`src/rtl/lrf_pkg.sv`:
```
package lrf_pkg;
  localparam int N_SLOT    = 3;
  localparam int SLOT_DMA0 = 0;
  localparam int SLOT_DMA1 = 1;
  localparam int SLOT_IRQ  = 2;
endpackage

```
`src/rtl/lrf_ram.sv`:
```
module lrf_ram #(
  parameter int DW = 32,
  parameter int DEPTH = 8,
  localparam int AW = (DEPTH > 1) ? $clog2(DEPTH) : 1
) (
  input  logic          clk,
  input  logic          we,
  input  logic [AW-1:0] wa,
  input  logic [DW-1:0] wd,
  input  logic          re,
  input  logic [AW-1:0] ra,
  output logic [DW-1:0] rd
);
  logic [DW-1:0] mem [DEPTH];

  always_ff @(posedge clk) begin
    if (we) mem[wa] <= wd;
  end

  always_ff @(posedge clk) begin
    if (re) rd <= mem[ra];
  end
endmodule

```
`src/rtl/lrf_ctrl.sv`:
```
module lrf_ctrl #(
  parameter int DEPTH = 8,
  localparam int AW = (DEPTH > 1) ? $clog2(DEPTH) : 1,
  localparam int LVL_W = $clog2(DEPTH + 1)
) (
  input  logic             clk,
  input  logic             rst,
  input  logic             push,
  input  logic             pop,
  output logic             wr_ok,
  output logic             rd_ok,
  output logic [AW-1:0]    wr_ptr,
  output logic [AW-1:0]    rd_ptr,
  output logic [LVL_W-1:0] cnt,
  output logic             full,
  output logic             empty,
  output logic             rd_vld,
  output logic             ovf,
  output logic             udf
);
  localparam logic [LVL_W-1:0] CNT_MAX = LVL_W'(DEPTH);
  localparam logic [AW-1:0]    PTR_END = AW'(DEPTH - 1);

  assign full  = (cnt == CNT_MAX);
  assign empty = (cnt == '0);
  assign wr_ok = push && !full;
  assign rd_ok = pop && !empty;

  function automatic logic [AW-1:0] bump(input logic [AW-1:0] p);
    return (p == PTR_END) ? '0 : p + AW'(1);
  endfunction

  always_ff @(posedge clk) begin
    if (rst) begin
      wr_ptr <= '0;
      rd_ptr <= '0;
      cnt    <= '0;
      rd_vld <= 1'b0;
      ovf    <= 1'b0;
      udf    <= 1'b0;
    end else begin
      if (wr_ok) wr_ptr <= bump(wr_ptr);
      if (rd_ok) rd_ptr <= bump(rd_ptr);
      case ({wr_ok, rd_ok})
        2'b10:   cnt <= cnt + LVL_W'(1);
        2'b01:   cnt <= cnt - LVL_W'(1);
        default: cnt <= cnt;
      endcase
      rd_vld <= rd_ok;
      if (push && full) ovf <= 1'b1;
      if (pop && empty) udf <= 1'b1;
    end
  end
endmodule

```
`src/rtl/lrf_trig.sv`:
```
module lrf_trig #(
  parameter int LVL_W = 4
) (
  input  logic             clk,
  input  logic             rst,
  input  logic             rx_mode,
  input  logic             en,
  input  logic [LVL_W-1:0] thr,
  input  logic [LVL_W-1:0] level,
  output logic             hit,
  output logic             req
);
  logic cmp;

  always_comb begin
    if (rx_mode) cmp = (level >= thr);
    else         cmp = (level <= thr);
    hit = en && cmp;
  end

  always_ff @(posedge clk) begin
    if (rst) req <= 1'b0;
    else     req <= hit;
  end
endmodule

```
`src/rtl/lvl_req_fifo.sv`:
```
module lvl_req_fifo #(
  parameter int DW = 32,
  parameter int DEPTH = 8,
  localparam int AW = (DEPTH > 1) ? $clog2(DEPTH) : 1,
  localparam int LVL_W = $clog2(DEPTH + 1),
  localparam int NS = lrf_pkg::N_SLOT,
  localparam int ST_W = NS + 2 * LVL_W
) (
  input  logic                clk,
  input  logic                rst,
  input  logic                rx_mode,
  input  logic                push,
  input  logic [DW-1:0]       push_data,
  input  logic                pop,
  output logic [DW-1:0]       pop_data,
  output logic                pop_vld,
  output logic [LVL_W-1:0]    level,
  output logic                full,
  output logic                empty,
  input  logic [NS-1:0]       req_en,
  input  logic [NS*LVL_W-1:0] req_thr,
  output logic [1:0]          dma_req,
  output logic                irq,
  output logic [ST_W-1:0]     status,
  output logic                ovf_err,
  output logic                udf_err
);
  import lrf_pkg::*;

  logic          wr_ok, rd_ok;
  logic [AW-1:0] wr_ptr, rd_ptr;
  logic [NS-1:0] hit, req;

  lrf_ctrl #(.DEPTH(DEPTH)) ctrl_i (
    .clk(clk), .rst(rst), .push(push), .pop(pop),
    .wr_ok(wr_ok), .rd_ok(rd_ok), .wr_ptr(wr_ptr), .rd_ptr(rd_ptr),
    .cnt(level), .full(full), .empty(empty), .rd_vld(pop_vld),
    .ovf(ovf_err), .udf(udf_err)
  );

  lrf_ram #(.DW(DW), .DEPTH(DEPTH)) ram_i (
    .clk(clk), .we(wr_ok), .wa(wr_ptr), .wd(push_data),
    .re(rd_ok), .ra(rd_ptr), .rd(pop_data)
  );

  for (genvar s = 0; s < NS; s++) begin : g_slot
    lrf_trig #(.LVL_W(LVL_W)) trig_i (
      .clk(clk), .rst(rst), .rx_mode(rx_mode), .en(req_en[s]),
      .thr(req_thr[s*LVL_W +: LVL_W]), .level(level),
      .hit(hit[s]), .req(req[s])
    );
  end

  assign dma_req = {req[SLOT_DMA1], req[SLOT_DMA0]};
  assign irq     = req[SLOT_IRQ];

  always_ff @(posedge clk) begin
    if (rst) begin
      status <= '0;
    end else begin
      status <= {(rx_mode ? '0 : level), (rx_mode ? level : '0),
                 hit[SLOT_DMA1], hit[SLOT_DMA0], hit[SLOT_IRQ]};
    end
  end
endmodule

```
`config.mk`:
```
export PLATFORM = sky130hd
export DESIGN_NAME = lvl_req_fifo
export DESIGN_NICKNAME = d
export VERILOG_FILES = /design/src/rtl/lrf_pkg.sv /design/src/rtl/lrf_ram.sv /design/src/rtl/lrf_ctrl.sv /design/src/rtl/lrf_trig.sv /design/src/rtl/lvl_req_fifo.sv
export SDC_FILE = /design/constraint.sdc
export NUM_CORES = 1
export LEC_CHECK = 0
export BUFFER_PORTS_ARGS = -buffer_cell sky130_fd_sc_hd__buf_4
export CAP_MARGIN = 40
export CORE_ASPECT_RATIO = 0.75
export CORE_UTILIZATION = 59
export DETAILED_ROUTE_END_ITERATION = 8
export GPL_TIMING_DRIVEN = 1
export PLACE_DENSITY = 0.79
export SKIP_CTS_REPAIR_TIMING = 1
export SLEW_MARGIN = 40
export SYNTH_ARGS = -nofsm -noshare
export SYNTH_HDL_FRONTEND = slang
export SYNTH_HIERARCHICAL = 1
export SYNTH_SLANG_ARGS = --single-unit
```
`constraint.sdc`:
```
create_clock -name clk -period 5 [get_ports clk]
set_clock_uncertainty 0.05 [all_clocks]
set_input_delay 0.5 -clock clk [delete_from_list [all_inputs] [get_ports clk]]
set_output_delay 0.5 -clock clk [all_outputs]
set_load 0.02 [all_outputs]
```
==> flow_summary.ini, run 1 <==
[clock_network]
cts-htree-levels = 1
clock_latency_ns = 0.53
cts_root_buffer = clkbuf_16
clkTransAtPathRegs_ns = 0.07
cts_tree = built
cts_buffers = 29
clock_path_buffers = 3
cts_sinks = 315

[setup_path]
cpLargestDelayFamily = simple AND/OR/NAND/NOR gates
path_buf_inv = 2
slowest_delay_ns = 0.60
crit_path_start_kind = register
cp.arrival_ns = 3.03
cp-end-kind = register
critical_path_required_ns = 5.12
worst-path-max-fanout = 26
cpMaxStageDelayCell = dfxtp_1
cp_cell_sequence = nor4b_2, nand2b_1, inv_1, nand2b_1, nor3_2, buf_4
cpMostUsedCell = nand2b_1
criticalPathCategory = reg2reg

[synth]
yosysWarnings = 6
syn_area_um2 = 12300
avgSynthCellArea_um2 = 21.6
yosys.cell_types.count = 36
syn_inst = 567
ys_seq_area_share_pct = 74.9
synth_fp_nets = 639
ys_ff_latch = 315

[route]
viasPerCell = 5.88
maxUsedRoutingLayer = met5
routed_wl_um = 23200
vias = 5865
wl_per_cell_um = 23.3
antenna_left = 0
wl_met2_um = 11500
drtIter0Drc = 562
drc = 0
dr.pass1.iters = 4
met1Wirelength_um = 9990
wl_met3_um = 1300

[global_routing]
grt_use_total_pct = 22.4
grt_pass1_vias = 6185
grt_max_degree = 44
grt_first_pass_wirelength_um = 35300
gr-total-overflow = 0
antenna_found_initial = 1

[die]
fp.dieW_um = 169
pin_count = 107
fp.dieH_um = 127
start_util_pct = 60.4
dieArea_um2 = 21400
core_um2 = 20300
num_rows = 45

[cells_and_area]
layout_common_cells = edfxtp_1 (288), buf_4 (117), mux4_1 (40)
nFillCells = 1213
fin_nets = 765
n_antenna_cell = 0
final_common_cell = edfxtp_1
stdcell_count = 997
multiInputGateArea_um2 = 2920
area_growth_pct = 17.1
drive_gt1_share_pct = 33.1
register_area_um2 = 9200

[timing]
worst_pin_slew_ns = 0.763
finalMaxSlewViolations = 0
rsz0062_at_grt = no
setup-tns-final_ns = 0
finalHoldViolCount = 0
setup_viol = 0
finalCriticalPeriod_ns = 2.90
maxSlewHeadroom_pct = 49.1
clock.fmax_mhz = 345
post-route-period-util_pct = 58.0
setup_ws_ns = 2.10

[outcome]
status = complete, no violations

[pwr]
power.density_nw_per_um2 = 483
peakVddDrop_uv = 311
power_frac_comb_pct = 19.4
power.switching_w = 0.00178
pwr-share-seq_pct = 48.5
p_sw_share_pct = 25.6
p_leak_nw = 4.98
pwr-share-clk_pct = 32.1
power.internal_w = 0.00517

[placement]
dp_cells = 944
dp_hpwl_um = 12900
gp_congestion = 0.774
numPortBuffers = 106
pre_cts_ws_ns = 2.14

[flow_run]
drv_cap = 0

[hold_path]
hold_class = in2reg
[final timing paths]
| path | cells after the start | from | slack [ns] | end |
|---|---|---|---|---|
| worst min-delay path | 1 | push_data[29] | 0.14 | ram_i/mem[3][29]$_DFFE_PP_ |
| worst max-delay path | 6 | ctrl_i/cnt[1]$_SDFFE_PP0P_ | 2.10 | ram_i/mem[0][26]$_DFFE_PP_ |
| worst min register to register | 2 | ctrl_i/ovf$_SDFFE_PP0P_ | 0.43 | ctrl_i/ovf$_SDFFE_PP0P_ |
| worst max register to register | 6 | ctrl_i/cnt[1]$_SDFFE_PP0P_ | 2.10 | ram_i/mem[0][26]$_DFFE_PP_ |
[routing by layer]
metal | up-vias | track usage (%)
met5 | - | 0
met4 | 2 | 5.13
met3 | 30 | 3.65
met2 | 188 | 37.6
met1 | 3058 | 31.6
li1 | 2587 | -
[kinds of logic after synthesis]
group	share of synthesized area (%)
flip-flops	74.9
multiplexers	16.4
AND/OR/NAND/NOR	3.22
buffers and inverters	1.81
AO/OA/AOI/OAI	1.45
adder cells (fa/ha/maj)	2.10
XOR/XNOR	0.143
[Yosys cell counts, drive strengths merged]
cell / n / share of area [%]
o21bai: 3 / 0.46
and3: 1 / 0.051
mux2i: 6 / 0.49
clkbuf: 2 / 0.061
dfxtp: 27 / 4.4
nor3: 2 / 0.082
nand3: 4 / 0.16
or3: 2 / 0.10
and3b: 4 / 0.29
mux4: 64 / 13
inv: 17 / 0.52
nor4b: 1 / 0.12
nor3b: 4 / 0.24
nand2: 11 / 0.34
edfxtp: 288 / 70
or3b: 1 / 0.071
nor2b: 6 / 0.49
o22ai: 3 / 0.15
fa: 1 / 0.16
xor2: 2 / 0.14
mux2: 32 / 2.9
nor4: 1 / 0.10
nor2: 17 / 0.52
a21oi: 13 / 0.53
ha: 19 / 1.9
or4: 1 / 0.061
nand3b: 3 / 0.18
or2: 3 / 0.15
buf: 20 / 1.2
nand2b: 5 / 0.25
o21ba: 3 / 0.24
o31ai: 1 / 0.061
[flip-flops by register name, indices dropped and copies added (netlist names)]
| register | cells |
|---|---|
| ctrl_i/rd_vld | 1 |
| ctrl_i/udf | 1 |
| ctrl_i/wr_ptr | 3 |
| status | 11 |
| g_slot.trig_i/req | 3 |
| ram_i/rd | 32 |
| ctrl_i/rd_ptr | 3 |
| ctrl_i/cnt | 4 |
| ctrl_i/ovf | 1 |
| ram_i/mem | 256 |
[layout make-up]
class                      count  area share, %
multi-input combinational    213           20.3
clock inverter                20           1.57
inverter                      17          0.444
sequential                   315           64.0
tap                          282           2.45
timing repair buffer         117           6.11
clock buffer                  33           5.15
[stage by stage]
stage / area (µm²) / hold slack, ns / power, W / utilization, %
after floorplan: 12300 / 0.397 / 0.00432 / -
after global placement: 13400 / 0.415 / 0.00472 / 66.0
after detailed placement: 13400 / 0.418 / 0.00477 / 66.0
after CTS: 14400 / 0.121 / 0.00699 / 70.7
after global routing: 14400 / 0.126 / 0.00720 / 70.7
final: 14400 / 0.138 / 0.00695 / 70.7
[power by group through the flow]
| stage | Clock, W | Combinational, W | Sequential, W |
|---|---|---|---|
| final | 0.00223 | 0.00135 | 0.00337 |
| after global routing | 0.00236 | 0.00144 | 0.00340 |
| after CTS | 0.00226 | 0.00136 | 0.00338 |
| after detailed placement | 0 | 0.00134 | 0.00343 |
| after global placement | 0 | 0.00131 | 0.00342 |
| after floorplan | 0 | 0.000859 | 0.00346 |
[worst reg2reg max path, stage by stage, from the launching register on]
cell	delay, ns
dfxtp_1	0.60
nor4b_2	0.14
nand2b_1	0.29
inv_1	0.13
nand2b_1	0.23
nor3_2	0.57
buf_4	0.53
Power figures use the tool's default switching activity.
==> run 2: changes to the inputs <==
Clock period 5 ns to 2.86 ns, I/O delays scaled along.
==> run 2 against run 1 <==
Worst setup slack worse by 1.8 ns. Maximum frequency up 13%. Register-to-register slack worse by 1.8 ns. Via count up 3.2%. Routed wire length up 3.6%. Die area unchanged. Hold slack worse by 0.065 ns. Utilization up 3.4 points. Sequential power up 73%. Flip-flop and latch count unchanged. Cell count up 4.7%. Critical path depth up 4. Critical path type unchanged. Highest routed layer is now met4.
==> flow_summary.ini, run 2 (synthesis results as in run 1) <==
[cells_and_area]
largest_register_ffs = 256
drive_gt1_share_pct = 33.2
fin_nets = 811
nFillCells = 1083
final_common_cell = edfxtp_1
register_area_um2 = 9200
final_core_util_pct = 74.1
reg_top3 = ram_i/mem (256), ram_i/rd (32), status (11)
largest-register = ram_i/mem
final_area_um2 = 15100
area_growth_pct = 22.7
layout_common_cells = edfxtp_1 (288), buf_4 (110), mux4_1 (40)
multiInputGateArea_um2 = 2970

[die]
start_util_pct = 60.4
dieArea_um2 = 21400
fp.dieH_um = 127
fp.dieW_um = 169
core_um2 = 20300
num_rows = 45
pin_count = 107

[flow_run]
drv_cap = 0

[pwr]
p_sw_share_pct = 26.3
peakVddDrop_uv = 506
power.density_nw_per_um2 = 804
p_leak_nw = 5.22
power.total_w = 0.0121
power.switching_w = 0.00318
power.internal_w = 0.00893
pwr-share-clk_pct = 29.5
power_frac_comb_pct = 22.5
pwr-share-seq_pct = 48.1

[outcome]
status = complete, no violations

[placement]
placed_cell_area_um2 = 13800
dp_hpwl_um = 14100
gp_congestion = 0.775
numPortBuffers = 106

[setup_path]
crit_path_start_kind = register
worst-path-max-fanout = 9
slowest_delay_ns = 0.48
cp.arrival_ns = 2.98
cpLargestDelayFamily = simple AND/OR/NAND/NOR gates
cp-end-kind = register
cpMaxStageDelayCell = or4_1
criticalPathCategory = reg2reg
path_buf_inv = 2
critical_path_required_ns = 3.27
cp_cell_sequence = buf_4, nor4_4, nand2b_4, clkinvlp_4, ha_4, ha_4, a21oi_2, a21oi_1, or4_1, a21oi_1

[timing]
finalCriticalPeriod_ns = 2.58
finalHoldViolCount = 0
whs_ns = 0.0736
maxSlewHeadroom_pct = 42.6
worst_pin_slew_ns = 0.861
finalMaxSlewViolations = 0
post-route-period-util_pct = 90.1
setup-tns-final_ns = 0
clock.fmax_mhz = 388
setup_viol = 0
rsz0062_at_grt = no

[global_routing]
gr-total-overflow = 0
grt_use_total_pct = 22.8
grt_pass1_vias = 6101
grt_max_degree = 47
antenna_found_initial = 1
grt_first_pass_wirelength_um = 35500

[clock_network]
cts-htree-levels = 1
clkTransAtPathRegs_ns = 0.06
cts_buffers = 29
cts_root_buffer = clkbuf_16
cts_sinks = 315
cts_tree = built
clock_path_buffers = 3
clock_latency_ns = 0.53

[route]
routed_wl_um = 24000
antenna_left = 0
drc = 0
wl_per_cell_um = 23.0
vias = 6050
viasPerCell = 5.80
dr.pass1.iters = 4
drtIter0Drc = 432

[hold_path]
hold_class = in2reg
run 2: cell count changes in the layout (fill, tap and decap cells not counted), sizes merged:
cell,previous run,this run
dlygate4sd3,0,35
bufinv,5,0
clkinv,13,7
diode,0,1
buf,117,128
inv,18,17
clkinvlp,1,2
clkbuf,33,44
run 2: final cells by class:
| type | instances | share of cell area, % |
|---|---|---|
| Antenna cell | 1 | 0.0166 |
| Clock buffer | 44 | 5.59 |
| Clock inverter | 9 | 0.316 |
| Inverter | 17 | 0.449 |
| Multi-Input combinational cell | 213 | 19.7 |
| Sequential cell | 315 | 61.1 |
| Tap cell | 282 | 2.34 |
| Timing Repair Buffer | 163 | 10.4 |
run 2: worst paths after layout:
check	startpoint	endpoint	slack [ns]	cells past startpoint
max reg2reg	ctrl_i/cnt[3]$_SDFFE_PP0P_	ctrl_i/cnt[3]$_SDFFE_PP0P_	0.28	10
min	rst	ctrl_i/udf$_SDFFE_PP0P_	0.07	2
min reg2reg	ctrl_i/ovf$_SDFFE_PP0P_	ctrl_i/ovf$_SDFFE_PP0P_	0.46	2
max	ctrl_i/cnt[3]$_SDFFE_PP0P_	ctrl_i/cnt[3]$_SDFFE_PP0P_	0.28	10
run 2: per-stage QoR:
stage / worst slack [ns] / instances
2_1_floorplan: -0.315 / 567
3_3_place_gp: 0.253 / 941
3_5_place_dp: 0.385 / 954
4_1_cts: 0.334 / 1007
5_1_grt: 0.184 / 1044
6_report: 0.283 / 1044
run 2: worst reg2reg max path, stage by stage, from the launching register on:
cell and delay [ns]:
dfxtp_2 0.32, buf_4 0.17, nor4_4 0.30, nand2b_4 0.25, clkinvlp_4 0.12, ha_4 0.19
ha_4 0.25, a21oi_2 0.13, a21oi_1 0.10, or4_1 0.48, a21oi_1 0.14
run 2: metal layers:
| metal | vias up | share of wire [%] | GRT usage (%) |
|---|---|---|---|
| met1 | 3137 | 43 | 31.8 |
| met4 | 0 | 2.1 | 6.20 |
| li1 | 2685 | - | - |
| met5 | - | 0 | 0 |
| met3 | 32 | 4.7 | 3.59 |
| met2 | 196 | 50 | 38.2 |
run 2: power groups by stage:
stage,sequential [W],combinational [W],clock (W)
2_1_floorplan,0.00607,0.00157,0
3_3_place_gp,0.00595,0.00246,0
3_5_place_dp,0.00598,0.00256,0
4_1_cts,0.00589,0.00259,0.00363
5_1_grt,0.00586,0.00289,0.00381
6_report,0.00582,0.00272,0.00357
